File: src/rtl/xlat_pkg.sv
package xlat_pkg;
   // fence scope, encoded as {address qualifier, identifier qualifier}
   typedef enum logic [1:0] {
      FM_ALL       = 2'b00,
      FM_BY_ASID   = 2'b01,
      FM_BY_ADDR   = 2'b10,
      FM_ADDR_ASID = 2'b11
   } fence_mode_e;
endpackage

File: src/rtl/xlat_fence_dec.sv
module xlat_fence_dec #(
   parameter int VP_W  = 24,   // width of the supplied virtual page field
   parameter int VPN_W = 20    // implemented virtual page number width
) (
   input  logic                     fence_valid,
   input  logic                     addr_given,
   input  logic                     asid_given,
   input  logic [VP_W-1:0]          vpage,
   output logic                     fire,
   output xlat_pkg::fence_mode_e    mode
);
   logic canon;

   generate
      if (VP_W > VPN_W) begin : g_ext
         logic [VP_W-VPN_W:0] upper;
         assign upper = vpage[VP_W-1:VPN_W-1];
         assign canon = (&upper) | ~(|upper);
      end else begin : g_flat
         assign canon = 1'b1;
      end
   endgenerate

   assign fire = fence_valid & (~addr_given | canon);
   assign mode = xlat_pkg::fence_mode_e'({addr_given, asid_given});
endmodule

File: src/rtl/xlat_rr.sv
module xlat_rr #(
   parameter int N = 8,
   localparam int IDX_W = (N > 1) ? $clog2(N) : 1
) (
   input  logic             clk,
   input  logic             rst_n,
   input  logic             adv,
   output logic [IDX_W-1:0] ptr
);
   always_ff @(posedge clk) begin
      if (!rst_n)          ptr <= '0;
      else if (adv) begin
         if (ptr == IDX_W'(N-1)) ptr <= '0;
         else                    ptr <= ptr + 1'b1;
      end
   end
endmodule

File: src/rtl/xlat_slot.sv
module xlat_slot #(
   parameter int LVL_W  = 10,
   parameter int ASID_W = 9,
   parameter int PPN_W  = 22,
   parameter int PERM_W = 4
) (
   input  logic                  clk,
   input  logic                  rst_n,
   // refill
   input  logic                  wr_en,
   input  logic [LVL_W-1:0]      wr_hi,
   input  logic [LVL_W-1:0]      wr_lo,
   input  logic [ASID_W-1:0]     wr_asid,
   input  logic                  wr_glob,
   input  logic                  wr_super,
   input  logic [PPN_W-1:0]      wr_ppn,
   input  logic [PERM_W-1:0]     wr_perm,
   // lookup
   input  logic [LVL_W-1:0]      lk_hi,
   input  logic [LVL_W-1:0]      lk_lo,
   input  logic [ASID_W-1:0]     lk_asid,
   output logic                  lk_match,
   // fence
   input  logic                  fc_fire,
   input  xlat_pkg::fence_mode_e fc_mode,
   input  logic [LVL_W-1:0]      fc_hi,
   input  logic [LVL_W-1:0]      fc_lo,
   input  logic [ASID_W-1:0]     fc_asid,
   // stored contents
   output logic                  vld,
   output logic                  super_pg,
   output logic [PPN_W-1:0]      ppn,
   output logic [PERM_W-1:0]     perm
);
   logic [LVL_W-1:0]  hi_q, lo_q;
   logic [ASID_W-1:0] asid_q;
   logic              glob_q;
   logic              fc_addr_eq, fc_asid_eq, kill;

   assign lk_match = vld & (hi_q == lk_hi) & (super_pg | (lo_q == lk_lo))
                   & (glob_q | (asid_q == lk_asid));

   assign fc_addr_eq = (hi_q == fc_hi) & (super_pg | (lo_q == fc_lo));
   assign fc_asid_eq = ~glob_q & (asid_q == fc_asid);

   always_comb begin
      unique case (fc_mode)
         xlat_pkg::FM_ALL:       kill = 1'b1;
         xlat_pkg::FM_BY_ASID:   kill = fc_asid_eq;
         xlat_pkg::FM_BY_ADDR:   kill = fc_addr_eq;
         xlat_pkg::FM_ADDR_ASID: kill = fc_addr_eq & fc_asid_eq;
         default:                kill = 1'b0;
      endcase
   end

   always_ff @(posedge clk) begin
      if (!rst_n) begin
         vld      <= 1'b0;
         hi_q     <= '0;
         lo_q     <= '0;
         asid_q   <= '0;
         glob_q   <= 1'b0;
         super_pg <= 1'b0;
         ppn      <= '0;
         perm     <= '0;
      end else if (wr_en) begin
         // a refill overrides a same-cycle fence on this slot
         vld      <= 1'b1;
         hi_q     <= wr_hi;
         lo_q     <= wr_lo;
         asid_q   <= wr_asid;
         glob_q   <= wr_glob;
         super_pg <= wr_super;
         ppn      <= wr_ppn;
         perm     <= wr_perm;
      end else if (fc_fire && kill) begin
         vld <= 1'b0;
      end
   end
endmodule

File: src/rtl/xlat_cache.sv
module xlat_cache #(
   parameter int N_ENTRIES = 8,
   parameter int XLEN      = 36,
   parameter int VA_W      = 32,
   parameter int PGOFF_W   = 12,
   parameter int ASID_IN_W = 16,
   parameter int ASID_W    = 9,
   parameter int PPN_W     = 22,
   parameter int PERM_W    = 4,
   localparam int VPN_W    = VA_W - PGOFF_W,
   localparam int LVL_W    = VPN_W / 2,
   localparam int VP_W     = XLEN - PGOFF_W,
   localparam int PA_W     = PPN_W + PGOFF_W,
   localparam int IDX_W    = (N_ENTRIES > 1) ? $clog2(N_ENTRIES) : 1
) (
   input  logic                  clk,
   input  logic                  rst_n,
   input  logic                  req_valid,
   input  logic [VA_W-1:0]       req_vaddr,
   input  logic [ASID_IN_W-1:0]  req_asid,
   output logic                  rsp_valid,
   output logic                  rsp_hit,
   output logic [PA_W-1:0]       rsp_paddr,
   output logic [PERM_W-1:0]     rsp_perm,
   input  logic                  fence_valid,
   input  logic                  fence_addr_given,
   input  logic [VP_W-1:0]       fence_vpage,
   input  logic                  fence_asid_given,
   input  logic [ASID_IN_W-1:0]  fence_asid,
   input  logic                  fill_valid,
   input  logic [VPN_W-1:0]      fill_vpn,
   input  logic [ASID_IN_W-1:0]  fill_asid,
   input  logic                  fill_global,
   input  logic                  fill_super,
   input  logic [PPN_W-1:0]      fill_ppn,
   input  logic [PERM_W-1:0]     fill_perm
);
   // elaboration-time parameter checks
   generate
      if (N_ENTRIES < 2)             begin : g_chk_n    $error("xlat_cache: N_ENTRIES must be at least 2"); end
      if ((VPN_W % 2) != 0)          begin : g_chk_vpn  $error("xlat_cache: page number must split into two equal levels"); end
      if (PPN_W < LVL_W)             begin : g_chk_ppn  $error("xlat_cache: PPN_W narrower than one level"); end
      if (ASID_W > ASID_IN_W)        begin : g_chk_asid $error("xlat_cache: implemented identifier wider than port"); end
      if (XLEN < VA_W)               begin : g_chk_xlen $error("xlat_cache: XLEN below VA_W"); end
   endgenerate

   // identifier bits above ASID_W never take part in a comparison
   generate
      if (ASID_IN_W > ASID_W) begin : g_asid_trim
         logic unused_asid_hi;
         assign unused_asid_hi = ^{req_asid[ASID_IN_W-1:ASID_W],
                                   fence_asid[ASID_IN_W-1:ASID_W],
                                   fill_asid[ASID_IN_W-1:ASID_W]};
      end
   endgenerate

   logic [LVL_W-1:0] req_hi, req_lo, fc_hi, fc_lo;
   assign req_hi = req_vaddr[VA_W-1 -: LVL_W];
   assign req_lo = req_vaddr[PGOFF_W +: LVL_W];
   assign fc_hi  = fence_vpage[VPN_W-1 -: LVL_W];
   assign fc_lo  = fence_vpage[LVL_W-1:0];

   logic                  fc_fire;
   xlat_pkg::fence_mode_e fc_mode;

   xlat_fence_dec #(.VP_W(VP_W), .VPN_W(VPN_W)) u_dec (
      .fence_valid (fence_valid),
      .addr_given  (fence_addr_given),
      .asid_given  (fence_asid_given),
      .vpage       (fence_vpage),
      .fire        (fc_fire),
      .mode        (fc_mode)
   );

   logic [IDX_W-1:0] rr_ptr;
   xlat_rr #(.N(N_ENTRIES)) u_rr (
      .clk (clk), .rst_n (rst_n), .adv (fill_valid), .ptr (rr_ptr)
   );

   logic [N_ENTRIES-1:0] ent_vld, ent_hit, ent_super;
   logic [PPN_W-1:0]     ent_ppn  [N_ENTRIES];
   logic [PERM_W-1:0]    ent_perm [N_ENTRIES];

   generate
      for (genvar g = 0; g < N_ENTRIES; g++) begin : g_slot
         xlat_slot #(.LVL_W(LVL_W), .ASID_W(ASID_W), .PPN_W(PPN_W), .PERM_W(PERM_W)) u_slot (
            .clk      (clk),
            .rst_n    (rst_n),
            .wr_en    (fill_valid && (rr_ptr == IDX_W'(g))),
            .wr_hi    (fill_vpn[VPN_W-1 -: LVL_W]),
            .wr_lo    (fill_vpn[LVL_W-1:0]),
            .wr_asid  (fill_asid[ASID_W-1:0]),
            .wr_glob  (fill_global),
            .wr_super (fill_super),
            .wr_ppn   (fill_ppn),
            .wr_perm  (fill_perm),
            .lk_hi    (req_hi),
            .lk_lo    (req_lo),
            .lk_asid  (req_asid[ASID_W-1:0]),
            .lk_match (ent_hit[g]),
            .fc_fire  (fc_fire),
            .fc_mode  (fc_mode),
            .fc_hi    (fc_hi),
            .fc_lo    (fc_lo),
            .fc_asid  (fence_asid[ASID_W-1:0]),
            .vld      (ent_vld[g]),
            .super_pg (ent_super[g]),
            .ppn      (ent_ppn[g]),
            .perm     (ent_perm[g])
         );
      end
   endgenerate

   // lowest-numbered matching slot wins
   logic [IDX_W-1:0]  sel;
   logic [PA_W-1:0]   pa_d;
   always_comb begin
      sel = '0;
      for (int i = N_ENTRIES - 1; i >= 0; i--) begin
         if (ent_hit[i]) sel = IDX_W'(i);
      end
      if (ent_super[sel])
         pa_d = {ent_ppn[sel][PPN_W-1:LVL_W], req_lo, req_vaddr[PGOFF_W-1:0]};
      else
         pa_d = {ent_ppn[sel], req_vaddr[PGOFF_W-1:0]};
   end

   always_ff @(posedge clk) begin
      if (!rst_n) begin
         rsp_valid <= 1'b0;
         rsp_hit   <= 1'b0;
         rsp_paddr <= '0;
         rsp_perm  <= '0;
      end else begin
         rsp_valid <= req_valid;
         rsp_hit   <= req_valid & (|ent_hit);
         rsp_paddr <= (req_valid & (|ent_hit)) ? pa_d : '0;
         rsp_perm  <= (req_valid & (|ent_hit)) ? ent_perm[sel] : '0;
      end
   end
endmodule

File: config.mk
export PLATFORM = sky130hd
export DESIGN_NAME = xlat_cache
export DESIGN_NICKNAME = d
export VERILOG_FILES = /design/src/rtl/xlat_pkg.sv /design/src/rtl/xlat_fence_dec.sv /design/src/rtl/xlat_rr.sv /design/src/rtl/xlat_slot.sv /design/src/rtl/xlat_cache.sv
export SDC_FILE = /design/constraint.sdc
export NUM_CORES = 1
export LEC_CHECK = 0
export CORE_MARGIN = 4
export CORE_UTILIZATION = 31
export DETAILED_ROUTE_END_ITERATION = 10
export SLEW_MARGIN = 20
export SYNTH_ARGS = -nofsm -noshare
export SYNTH_HDL_FRONTEND = slang
export SYNTH_HIERARCHICAL = 1
export SYNTH_SLANG_ARGS = --single-unit
File: constraint.sdc
create_clock -name clk -period 11.4 [get_ports clk]
set_input_delay 2.28 -clock clk [delete_from_list [all_inputs] [get_ports clk]]
set_output_delay 2.28 -clock clk [all_outputs]
set_load 0.02 [all_outputs]
# [Word level (Yosys, flattened, before mapping)]
# Cells that the tools add are included.
# W data, S select, Z words.
[totals] in_bits=159 elab_cells=289 regBits=507
[op_classes] reduce_logical=30 bitwise_logic=87 mux=42 eq_ne=58 order_cmp=2 n_addsub=1
[op_table] operator="$eq A10 B10 Y1" count=32
[op_table] operator="$eq A9 B9 Y1" count=16
[op_table] operator="$bmux W22 S3" count=1
[op_table] operator="$mux W22" count=3
[op_table] operator="$and A1 B1 Y1" count=50
[op_table] operator="$pmux W1 S4" count=8
[op_table] operator="$mux W3" count=9
[op_table] operator="$or A1 B1 Y1" count=26
[op_table] operator="$mux W1" count=17
[op_table] operator="$logic_and A1 B1 Y1" count=16
[op_table] operator="$reduce_bool A2 Y1" count=8
[op_table] operator="$bmux W4 S3" count=1
[op_table] operator="$eq A3 B3 Y1 const B" count=4
[op_table] operator="$not A1 Y1" count=10
[op_table] operator="$mux W4" count=2
[op_table] operator="$reduce_or A8 Y1" count=1
[op_table] operator="$eq A3 B2 Y1 const B" count=2
[op_table] operator="$reduce_and A5 Y1" count=1
[op_table] operator="$reduce_or A5 Y1" count=1
[op_table] operator="$eq A2 B2 Y1 const B" count=2
[op_table] operator="$ge A4 B4 Y1 const B" count=1
[op_table] operator="$lt A3 B4 Y1 const B" count=1
[op_table] operator="$not A3 Y4" count=1
[op_table] operator="$add A3 B1 Y3 const B" count=1
[op_table] operator="other kinds (6)" count=6

# [Logic depth before layout (Yosys ltp)]
# Gate-level depths: netlist of run 1.
[depth] word_depth=17 depth_mapped=13 ltp_nobuf=11

# [Hierarchy]
# Netlist of run 1, hierarchy kept.
[modules_own_cells] mod="xlat_slot" area_per_inst_um2=2837.7 seq_area_each_um2=1161.1 cells_per_inst=271 n_inst=8
[modules_own_cells] mod="xlat_cache" area_per_inst_um2=2970.3 seq_area_each_um2=800.8 cells_per_inst=331 n_inst=1
[modules_own_cells] mod="xlat_rr" area_per_inst_um2=147.6 seq_area_each_um2=60.1 cells_per_inst=13 n_inst=1
[modules_own_cells] mod="xlat_fence_dec" area_per_inst_um2=55.1 seq_area_each_um2=0.0 cells_per_inst=6 n_inst=1

# [Least setup slack after synthesis of run 1]
# OpenSTA, ideal clock, no wires.
[synth_path] path_type="input -> register" start="input req_vaddr[29]" end="register rsp_paddr[32]" setup_time_ns=0.132 slack_ns=6.258 path_buffers=2 t_required_ns=11.268 arrival_ns=5.010 path_stages=11 path_cell_list="xor2_1 nor4_2 nand4_1 nor4_1 o21bai_1 o41a_1 buf_4 buf_2 mux4_2 nand2_1 a21oi_1"
[synth_between] elab_cells_between_ends=47 classes_between="eq/ne (8); mux (11); bitwise (26); reduce/logical (2)"
[synth_lines] item="from (decl)" line_no="xlat_cache.sv:19" text="input logic [VA_W-1:0] req_vaddr,"
[synth_lines] item="$eq A10 B10 Y1 (*)" line_no="xlat_slot.sv:40" text="assign lk_match = vld & (hi_q == lk_hi) & (super_pg | (lo_q == lk_lo))"
[synth_lines] item="$and A1 B1 Y1 (*) (2 in series)" line_no="xlat_slot.sv:40"
[synth_lines] item="$and A1 B1 Y1 (*)" line_no="xlat_slot.sv:41" text="& (glob_q | (asid_q == lk_asid));"
[synth_lines] item="named net ent_hit[0]" line_no="xlat_cache.sv:80" text="logic [N_ENTRIES-1:0] ent_vld, ent_hit, ent_super;"
[synth_lines] item="$mux W3" line_no="xlat_cache.sv:120" text="if (ent_hit[i]) sel = IDX_W'(i);"
[synth_lines] item="$not A3 Y4 (not written as such)" line_no="xlat_cache.sv:123, xlat_cache.sv:125"
[synth_lines] item="$bmux W22 S3" line_no="xlat_cache.sv:123, xlat_cache.sv:125"
[synth_lines] item="$mux W22 (not written as such) (2 in series)" line_no="xlat_cache.sv:123, xlat_cache.sv:125"
[synth_lines] item="to (signal assigned)" line_no="xlat_cache.sv:137" text="rsp_paddr <= (req_valid & (|ent_hit)) ? pa_d : '0;"
[synth_lines] item="to (decl)" line_no="xlat_cache.sv:23" text="output logic [PA_W-1:0] rsp_paddr,"
# Mark *: on every way through the listed nets, which the timed path passes. The rest lies on a longest branch. The select of a mux whose other input is x is not followed.
# A chain may end at the register's enable or synchronous reset.

# [Worst setup path after layout of run 1]
[layout_path] start="input req_asid[3]" end="register rsp_perm[1]"
[layout_between] elab_cells_between_ends=39 classes_between="eq/ne (8); mux (11); bitwise (18); reduce/logical (2)"
[layout_lines] item="from (decl)" line_no="xlat_cache.sv:20" text="input logic [ASID_IN_W-1:0] req_asid,"
[layout_lines] item="$eq A9 B9 Y1 (*)" line_no="xlat_slot.sv:41"
[layout_lines] item="$or A1 B1 Y1 (*)" line_no="xlat_slot.sv:41"
[layout_lines] item="$and A1 B1 Y1 (*)" line_no="xlat_slot.sv:41"
[layout_lines] item="named net ent_hit[2]" line_no="xlat_cache.sv:80"
[layout_lines] item="$mux W3 (3 in series)" line_no="xlat_cache.sv:120"
[layout_lines] item="$not A3 Y4 (not written as such)" line_no="xlat_cache.sv:138" text="rsp_perm <= (req_valid & (|ent_hit)) ? ent_perm[sel] : '0;"
[layout_lines] item="$bmux W4 S3" line_no="xlat_cache.sv:138"
[layout_lines] item="$mux W4 (not written as such) (2 in series)" line_no="xlat_cache.sv:138"
[layout_lines] item="to (signal assigned)" line_no="xlat_cache.sv:138"
[layout_lines] item="to (decl)" line_no="xlat_cache.sv:24" text="output logic [PERM_W-1:0] rsp_perm,"
# Marked as above.

==> run summary, run 1 <==
CTS Buf Count -> 59
IO Pins -> 199
Endpoint class of the critical path -> register
Post-Syn Area -> 25900 sq um
Syn Area/Cell -> 10.3 sq um
Placer congestion estimate -> 0.839
Cell Area, Placed -> 28700 sq um
Clock Latency Late Sink -> 0.66 ns
CP Launch Type -> input pin
Capture point of the worst reg-to-reg path -> rsp_perm[1]
CP top delay family -> compound AO/OA/AOI/OAI gates
Worst hold path class -> reg -> reg
CP cell instances -> clkdlybuf4s50_1 -> xor2_1 -> nor4_1 -> a41oi_1 -> nor4_1 -> nor2b_1 -> o21bai_1 -> o41a_2 -> buf_4 -> mux4_2 -> nand2_1 -> a21oi_1
Core Area -> 82400 sq um
Most common cell on crit path -> nor4_1
Synth top area share -> 0.392
Cell Pwr Density -> 138 nW/um^2
Critical Path RT -> 11.86 ns
RSZ-0062 raised after global routing -> no
Most frequent cells in the layout -> 507 x dfxtp_1, 465 x mux2i_1, 459 x nor2b_1
Synth top area cells -> dfxtp_1 39%, mux2i_1 18%, nor2b_1 11%, xor2_1 11%, xnor2_1 5.1%
Clk pin slew, worst setup/hold paths -> 0.06 ns
TritonRoute pass-1 iters -> 7
Fraction of layout cells with a size suffix above 1 -> 0.0751
Tcrit/Tclk final -> 0.615
Status -> finished clean
Fmax -> 143 MHz
WP buf/inv -> 2
CP max-delay cell -> nor4_1
Setup Buffers After CTS -> 0
PortBufs -> 177
Post-DR vias/cell -> 4.84
Clk sinks -> 507
Yosys warnings -> 6
Initial core utilization -> 0.314
Worst Skew -> 0.0603 ns
Post-Synthesis Cells -> 2518
Number of global-route vias before repair -> 18500
Fin nets -> 2814
CTS tree -> yes
Dominant synthesized flop cell -> dfxtp_1
Reg2Reg Depth -> 11
Distinct cells, synth -> 45
Area grow syn2layout -> 19.0%
Setup CP Type -> in -> reg
Vias -> 18200
RR Startpoint -> g_slot[2].u_slot/asid_q[7]
R2R setup slack -> 6.58 ns
First-pass GRT wire length -> 118000 um
Most common cell after layout, fill and taps aside -> dfxtp_1
Final WL -> 77600 um
Hold Crit Depth -> 2
DRT iter0 DRCs -> 1030
Congestion Overflow GR -> 0
Post-CTS Resized -> 0
Multiplexer area fraction after synthesis -> 0.214
Total GRT Usage -> 0.170
Post-synthesis adder-cell area fraction -> 0.000967
# fillers -> 8206
CP max FO -> 32
DIE AREA -> 88200 sq um
Clock buffer depth -> 3
Synthesized Nets -> 2679
Die width -> 297 um
Xor/xnor share of the synthesized area -> 0.157
Final setup violating endpoints -> 0
Die Ht -> 297 um
Combinational family with the most area after synthesis -> multiplexers
Simple-Gate Fraction of Synth Area -> 0.179
Post-synth EDFFs -> 0
Root Buffer -> clkbuf_16
Largest net degree at the start of global routing -> 173
Synth Area in Compound Gates -> 0.0316
Setup_tns -> 0 ns
DR WL/cell -> 20.6 um
Pre-CTS setup slack -> 3.78 ns
Biggest area consumer among synthesized cells -> dfxtp_1
Hold EP -> u_rr/ptr[1]
Async SR Flop Fraction -> 0
#FFs+latches synth -> 507
Tmin final -> 7.01 ns
Antenna-violating nets left -> 0
Hold path startpoint -> u_rr/ptr[1]
Fin util -> 0.374
H-tree depth -> 2
Final non-filler cell area -> 30800 sq um
Critical path's largest stage delay -> 0.84 ns
Setup WS post-layout -> 4.39 ns
Max cap viols -> 0
Initial antenna violation count -> 4
Worst EP arrival -> 7.47 ns
Worst vdd ir -> 0.000142 V
Leakage -> 10.4 nW
Max-slew violation count -> 0
DP HPWL -> 50900 um
Std-Cell Rows -> 105
Max-slew headroom -> 0.268
Seq/Total Area, Yosys -> 0.392
Final hold vios -> 0
Actual slew at the worst max-slew pin -> 1.10 ns
Number of remaining DRC errors -> 0
Cts hold-fix bufs -> 0
registers in the layout, summed over array words and instances, names as in the netlist:
register,flops
g_slot.u_slot/glob_q,8
rsp_valid,1
g_slot.u_slot/lo_q,80
rsp_paddr,34
g_slot.u_slot/asid_q,72
g_slot.u_slot/ppn,176
rsp_hit,1
g_slot.u_slot/vld,8
g_slot.u_slot/perm,32
g_slot.u_slot/super_pg,8
g_slot.u_slot/hi_q,80
u_rr/ptr,3
rsp_perm,4
synthesized netlist by cell type (all sizes together) (2+ instances only):
cell type and count:
nor2 35, a21oi 28, o21ai 14, dfxtp 507, mux4 39, xnor2 152
nand2 90, nor3 33, a21boi 9, nor2b 459, nand4b 6, a31o 8
and2 13, clkbuf 60, o31ai 2, a41oi 16, nand4 32, xor2 312
inv 11, nand3 28, buf 69, a311o 8, o211ai 16, mux2i 465
nor4 80, nand3b 7, a2bb2oi 5, nand2b 3, ha 2
per-stage QoR:
stage	cells	power (mW)	hold slack, ns
after global placement	3662	2.27	0.491
after detailed placement	3662	2.28	0.495
after floorplan	2518	2.09	0.474
after CTS	3772	4.31	0.504
final	3773	4.26	0.502
after global routing	3772	4.42	0.532
power breakdown:
group | switching, mW | internal (mW)
Clock | 0.806 | 1.21
Sequential | 0.0306 | 1.81
Combinational | 0.219 | 0.185
per-layer routing:
layer / global-route usage / part of all wire / routed length [um] / vias to the layer above
met3: 0.0252 / 0.048 / 3730 / 109
met4: 0.0455 / 0.022 / 1740 / 2
met1: 0.242 / 0.48 / 37300 / 8808
met2: 0.270 / 0.45 / 34800 / 427
li1: - / - / - / 8897
met5: 0 / 0.00017 / 13 / -
final cells by class:
class                      instances  area, sq um  share of cell area
clock inverter                    30          420              0.0137
sequential                       507        10100               0.330
multi-input combinational       1871        15200               0.493
clock buffer                      80         1670              0.0541
antenna                            1         2.50           0.0000813
tap                             1070         1340              0.0435
timing repair buffer             203         1980              0.0645
inverter                          11         41.3             0.00134
worst register-to-register path, delay by kind of cell, from the launching register on:
kind / cells / cell delay (ns)
AO/OA/AOI/OAI: 4 / 1.69
AND/OR/NAND/NOR: 4 / 1.44
buffers and inverters: 1 / 0.65
multiplexers: 1 / 0.36
flip-flops: 1 / 0.34
XOR/XNOR: 1 / 0.17
how the worst max path moves through the flow:
stage	slack, ns	startpoint	to	cells past startpoint
finish	4.39	req_asid[3]	rsp_perm[1]	12
global route	4.08	req_vaddr[17]	rsp_perm[1]	12
CTS	4.44	req_vaddr[20]	rsp_perm[1]	12
detailed placement	3.78	req_vaddr[20]	rsp_perm[1]	12
global placement	3.83	req_vaddr[17]	rsp_perm[1]	12
floorplan	6.26	req_vaddr[29]	rsp_paddr[32]	11
cell families (layout without fill, tap and decap cells):
logic type      after synthesis  count (layout)
simple gates                789             789
buf+inv                     140             324
xor+xnor                    464             464
other cells                   0               1
flops                       507             507
fa+ha+maj                     2               2
mux                         504             504
compound gates              112             112
No activity file was read; power rests on OpenSTA's default activity.
==> run 2, diff against run 1 <==
==> constraint.sdc (replaced) <==
create_clock -name clk -period 6.5 [get_ports clk]
set_input_delay 1.3 -clock clk [delete_from_list [all_inputs] [get_ports clk]]
set_output_delay 1.3 -clock clk [all_outputs]
set_load 0.02 [all_outputs]
==> run 2 against run 1 <==
  * Sequential power rose by 75%
  * Via count is 0.50% higher
  * Power grew 75%
  * Clock skew decreased by 0.038 ns
  * Critical endpoint is now rsp_paddr[18]
  * Largest cell class unchanged
  * Largest power group unchanged
==> run summary, run 2 (synthesized netlist as in run 1, its figures left out) <==
Root Buffer -> clkbuf_16
CP Launch Type -> input pin
WP buf/inv -> 2
Worst vdd ir -> 0.000229 V
Critical path's largest stage delay -> 0.75 ns
H-tree depth -> 2
Power Total -> 7.44 mW
CP cell instances -> clkdlybuf4s50_1 -> xor2_1 -> nor4_1 -> a41oi_1 -> nor4_1 -> a21oi_1 -> o41a_2 -> buf_4 -> mux2i_1 -> o32ai_1 -> a21oi_4 -> mux2i_1
Post-DR vias/cell -> 4.83
Max cap viols -> 0
Die Ht -> 297 um
Final setup violating endpoints -> 0
CTS tree -> yes
Pre-CTS setup slack -> 0.644 ns
Dpl cells -> 3683
Final hold vios -> 0
Vias -> 18300
Max-slew violation count -> 0
Leakage -> 10.5 nW
Cell Pwr Density -> 240 nW/um^2
Clock buffer depth -> 3
Sequential power share -> 0.433
Fin util -> 0.376
Setup_tns -> 0 ns
Clk sinks -> 507
Regs by FF count -> g_slot.u_slot/ppn: 176 flops, g_slot.u_slot/hi_q: 80 flops, g_slot.u_slot/lo_q: 80 flops
Tmin final -> 5.32 ns
Status -> finished clean
Clock Latency Late Sink -> 0.64 ns
Fraction of layout cells with a size suffix above 1 -> 0.0800
PortBufs -> 177
Clk pin slew, worst setup/hold paths -> 0.06 ns
DP HPWL -> 52800 um
Critical Path RT -> 7.04 ns
Worst hold path class -> reg -> reg
Number of remaining DRC errors -> 0
DR WL/cell -> 20.8 um
Initial antenna violation count -> 7
Cts hold-fix bufs -> 0
Area grow syn2layout -> 19.7%
Initial core utilization -> 0.314
Setup Buffers After CTS -> 0
Largest reg by FF count -> g_slot.u_slot/ppn
Total GRT Usage -> 0.173
Final WL -> 78900 um
Congestion Overflow GR -> 0
Psw -> 1.84 mW
Max reg flops -> 176
Fmax -> 188 MHz
Fin nets -> 2836
CP max FO -> 13
Actual slew at the worst max-slew pin -> 1.08 ns
CP top delay family -> compound AO/OA/AOI/OAI gates
Post-CTS Resized -> 0
IO Pins -> 199
Std-Cell Rows -> 105
Setup CP Type -> in -> reg
Antenna-violating nets left -> 0
Endpoint class of the critical path -> register
Core Area -> 82400 sq um
Pint -> 5.60 mW
Logic pwr share -> 0.096
CP max-delay cell -> clkdlybuf4s50_1
Most frequent cells in the layout -> 507 x dfxtp_1, 465 x mux2i_1, 459 x nor2b_1
DIE AREA -> 88200 sq um
First-pass GRT wire length -> 119000 um
Die width -> 297 um
Worst Skew -> 0.0224 ns
Switching Fraction -> 0.247
RSZ-0062 raised after global routing -> no
Max-slew headroom -> 0.277
Setup WS post-layout -> 1.18 ns
Tcrit/Tclk final -> 0.819
Worst EP arrival -> 5.86 ns
Fin cells -> 3797
Largest net degree at the start of global routing -> 96
CTS Buf Count -> 60
Placer congestion estimate -> 0.849
Share of total power in the clock network -> 0.471
Most common cell after layout, fill and taps aside -> dfxtp_1
TritonRoute pass-1 iters -> 5
Number of global-route vias before repair -> 18300
DRT iter0 DRCs -> 1003
[run 2: cell types whose count changed in the layout (fill, tap and decap cells not counted)]
cell,before,now
clkinv_8,0,1
clkbuf_16,59,60
buf_16,0,1
clkbuf_8,11,14
clkinv_2,14,8
buf_4,25,42
diode_2,1,2
buf_12,1,4
clkbuf_1,10,18
inv_6,3,2
inv_16,0,1
bufinv_16,8,6
clkinv_16,2,0
clkinvlp_4,2,1
[run 2: power groups by stage]
stage / Sequential (mW) / Clock (mW) / Combinational (mW)
floorplan: 3.27 / 0 / 0.395
global placement: 3.29 / 0 / 0.706
detailed placement: 3.29 / 0 / 0.710
CTS: 3.22 / 3.61 / 0.713
global route: 3.23 / 3.73 / 0.764
finish: 3.22 / 3.50 / 0.713
[run 2: layer usage]
metal  up-vias  global-route usage  routed length [um]
met5         -                   0                  34
met2       402               0.275               35500
met4         6              0.0545                2240
li1       8955                   -                   -
met3       132              0.0343                4510
met1      8839               0.237               36700
[run 2: layout make-up]
| class | count | area (sq um) |
|---|---|---|
| clock inverters | 20 | 290 |
| inverters | 11 | 41.3 |
| multi-input cells | 1871 | 15200 |
| flip-flops and latches | 507 | 10100 |
| fillers | 8244 | 51400 |
| clock buffers | 92 | 1760 |
| well taps | 1070 | 1340 |
| diodes | 2 | 5.00 |
| repair buffers | 224 | 2200 |
[run 2: worst register-to-register path: stages, from the launching register on]
cell	delay, ns
dfxtp_1	0.33
xor2_1	0.17
nor4_1	0.75
a41oi_1	0.27
nor4_1	0.57
a21oi_1	0.15
o41a_2	0.50
buf_4	0.25
mux2i_1	0.17
o32ai_1	0.14
a21oi_4	0.42
mux2i_1	0.32
[run 2: metrics by stage]
step / cell area (sq um) / hold slack [ns]
floorplan: 25900 / 0.474
global placement: 28900 / 0.491
detailed placement: 28900 / 0.497
CTS: 31000 / 0.509
global route: 31000 / 0.538
finish: 31000 / 0.510
[run 2: worst paths after layout]
path | startpoint | cells past startpoint | slack, ns | end
min reg2reg | g_slot[7].u_slot/ppn[14] | 2 | 0.51 | g_slot[7].u_slot/ppn[14]
max | req_vaddr[16] | 12 | 1.18 | rsp_paddr[18]
max reg2reg | g_slot[5].u_slot/lo_q[5] | 11 | 2.37 | rsp_paddr[18]
min | g_slot[7].u_slot/ppn[14] | 2 | 0.51 | g_slot[7].u_slot/ppn[14]
==> run 3, diff against run 2 <==
==> constraint.sdc (replaced) <==
create_clock -name clk -period 4.4 [get_ports clk]
set_input_delay 0.88 -clock clk [delete_from_list [all_inputs] [get_ports clk]]
set_output_delay 0.88 -clock clk [all_outputs]
set_load 0.02 [all_outputs]
==> run 3 against run 2 <==
  * Clock skew increased by 0.015 ns
  * Sequential cell count unchanged
  * Clock power increased by 41%
  * Critical endpoint is now rsp_paddr[13]
  * Highest routed layer unchanged
==> run summary, run 3 (synthesized netlist as in run 1, its figures left out) <==
Most frequent cells in the layout -> 507 x dfxtp_1, 465 x mux2i_1, 459 x nor2b_1
# fillers -> 8114
DIE AREA -> 88200 sq um
DRT iter0 DRCs -> 1111
Final hold vios -> 0
WP buf/inv -> 6
Setup_tns -> 0 ns
H-tree depth -> 2
Number of global-route vias before repair -> 18700
Root Buffer -> clkbuf_16
Core Area -> 82400 sq um
TritonRoute pass-1 iters -> 5
Setup CP Type -> in -> reg
DP HPWL -> 53400 um
Initial core utilization -> 0.314
CTS Buf Count -> 59
IO Pins -> 199
Clock buffer depth -> 3
DR WL/cell -> 20.1 um
CP Launch Type -> input pin
Cts hold-fix bufs -> 0
Critical Path RT -> 4.96 ns
Clock Latency Late Sink -> 0.64 ns
Most common cell on crit path -> buf_4
Max reg flops -> 176
Final WL -> 78100 um
Std-Cell Rows -> 105
Fmax -> 243 MHz
Tcrit/Tclk final -> 0.936
Largest net degree at the start of global routing -> 159
Leakage -> 11.0 nW
Regs by FF count -> g_slot.u_slot/ppn: 176 flops, g_slot.u_slot/hi_q: 80 flops, g_slot.u_slot/lo_q: 80 flops
Worst vdd ir -> 0.000345 V
Max-slew violation count -> 0
Worst EP arrival -> 4.68 ns
Area grow syn2layout -> 22.9%
Congestion Overflow GR -> 0
Fin nets -> 2923
CP cell instances -> clkdlybuf4s50_1 -> buf_4 -> xor2_1 -> nor4_1 -> buf_4 -> a41oi_1 -> buf_4 -> nor4_1 -> a21oi_1 -> o41a_2 -> buf_4 -> mux2i_1 -> o32ai_1 -> a21oi_4 -> buf_12 -> mux2i_1
Initial antenna violation count -> 7
Total GRT Usage -> 0.172
Placer congestion estimate -> 0.831
CP top delay family -> buffers and inverters
Cell Pwr Density -> 339 nW/um^2
Fraction of layout cells with a size suffix above 1 -> 0.108
Antenna-violating nets left -> 0
Endpoint class of the critical path -> register
CTS tree -> yes
Most common cell after layout, fill and taps aside -> dfxtp_1
Number of remaining DRC errors -> 0
Worst Skew -> 0.0375 ns
Clk pin slew, worst setup/hold paths -> 0.06 ns
Largest reg by FF count -> g_slot.u_slot/ppn
CP max-delay cell -> nor4_1
CP max FO -> 10
Actual slew at the worst max-slew pin -> 0.955 ns
Post-DR vias/cell -> 4.75
Clk sinks -> 507
Max cap viols -> 0
RSZ-0062 raised after global routing -> no
First-pass GRT wire length -> 118000 um
Setup Buffers After CTS -> 0
Status -> finished clean
Tmin final -> 4.12 ns
Die Ht -> 297 um
Worst hold path class -> reg -> reg
Power Total -> 10.8 mW
PortBufs -> 177
Die width -> 297 um
Critical path's largest stage delay -> 0.56 ns
Final setup violating endpoints -> 0
Vias -> 18500
Post-CTS Resized -> 0
Max-slew headroom -> 0.360
==> run 3: changes by cell type in the layout (fill, tap and decap cells not counted), sizes merged <==
| cell | before | now |
|---|---|---|
| clkinv | 10 | 11 |
| buf | 48 | 136 |
| clkbuf | 92 | 89 |
| bufinv | 6 | 4 |
| clkinvlp | 1 | 2 |
==> run 3: layout make-up <==
type	instances	area, sq um	area share
Multi-Input combinational cell	1871	15200	0.477
Sequential cell	507	10100	0.319
Timing Repair Buffer	312	3170	0.0995
Clock buffer	89	1720	0.0540
Tap cell	1070	1340	0.0421
Clock inverter	20	216	0.00680
Inverter	11	41.3	0.00130
Antenna cell	2	5.00	0.000157
==> run 3: worst paths after layout <==
| path | start | to | slack (ns) | depth (start not counted) |
|---|---|---|---|---|
| worst min register to register | g_slot[3].u_slot/ppn[20] | g_slot[3].u_slot/ppn[20] | 0.51 | 2 |
| worst max register to register | g_slot[5].u_slot/lo_q[4] | rsp_paddr[13] | 0.78 | 14 |
| worst max-delay path | req_vaddr[17] | rsp_paddr[13] | 0.28 | 16 |
| worst min-delay path | g_slot[3].u_slot/ppn[20] | g_slot[3].u_slot/ppn[20] | 0.51 | 2 |
==> run 3: worst reg2reg max path, cell delays in order, from the launching register on <==
cell and delay, ns:
dfxtp_1 0.35, xor2_1 0.17, nor4_1 0.28, buf_4 0.17, a41oi_1 0.12, buf_4 0.18
nor4_1 0.56, a21oi_1 0.14, o41a_2 0.52, buf_4 0.20, mux2i_1 0.18, o32ai_1 0.16
a21oi_4 0.16, buf_12 0.16, mux2i_1 0.21
==> run 3: where the power goes <==
group	internal (mW)	switching [mW]	total [mW]
Clock	2.92	2.02	4.93
Combinational	0.530	0.577	1.11
Sequential	4.68	0.0791	4.76
==> run 3: routing by layer <==
layer | wire (um) | global-route usage | vias to the layer above
met3 | 3470 | 0.0299 | 111
met5 | 34 | 0 | -
li1 | - | - | 9128
met1 | 37200 | 0.237 | 8842
met2 | 35700 | 0.279 | 372
met4 | 1800 | 0.0414 | 4
==> run 3: metrics by stage <==
step	std cells	area (sq um)	setup slack, ns	utilization	hold WS (ns)
floorplan	2518	25900	0.658	-	0.474
global placement	3771	29900	-0.305	0.363	0.492
detailed placement	3771	29900	-0.318	0.363	0.500
CTS	3880	31800	0.321	0.386	0.510
global route	3880	31800	0.0964	0.386	0.528
finish	3882	31800	0.280	0.386	0.512
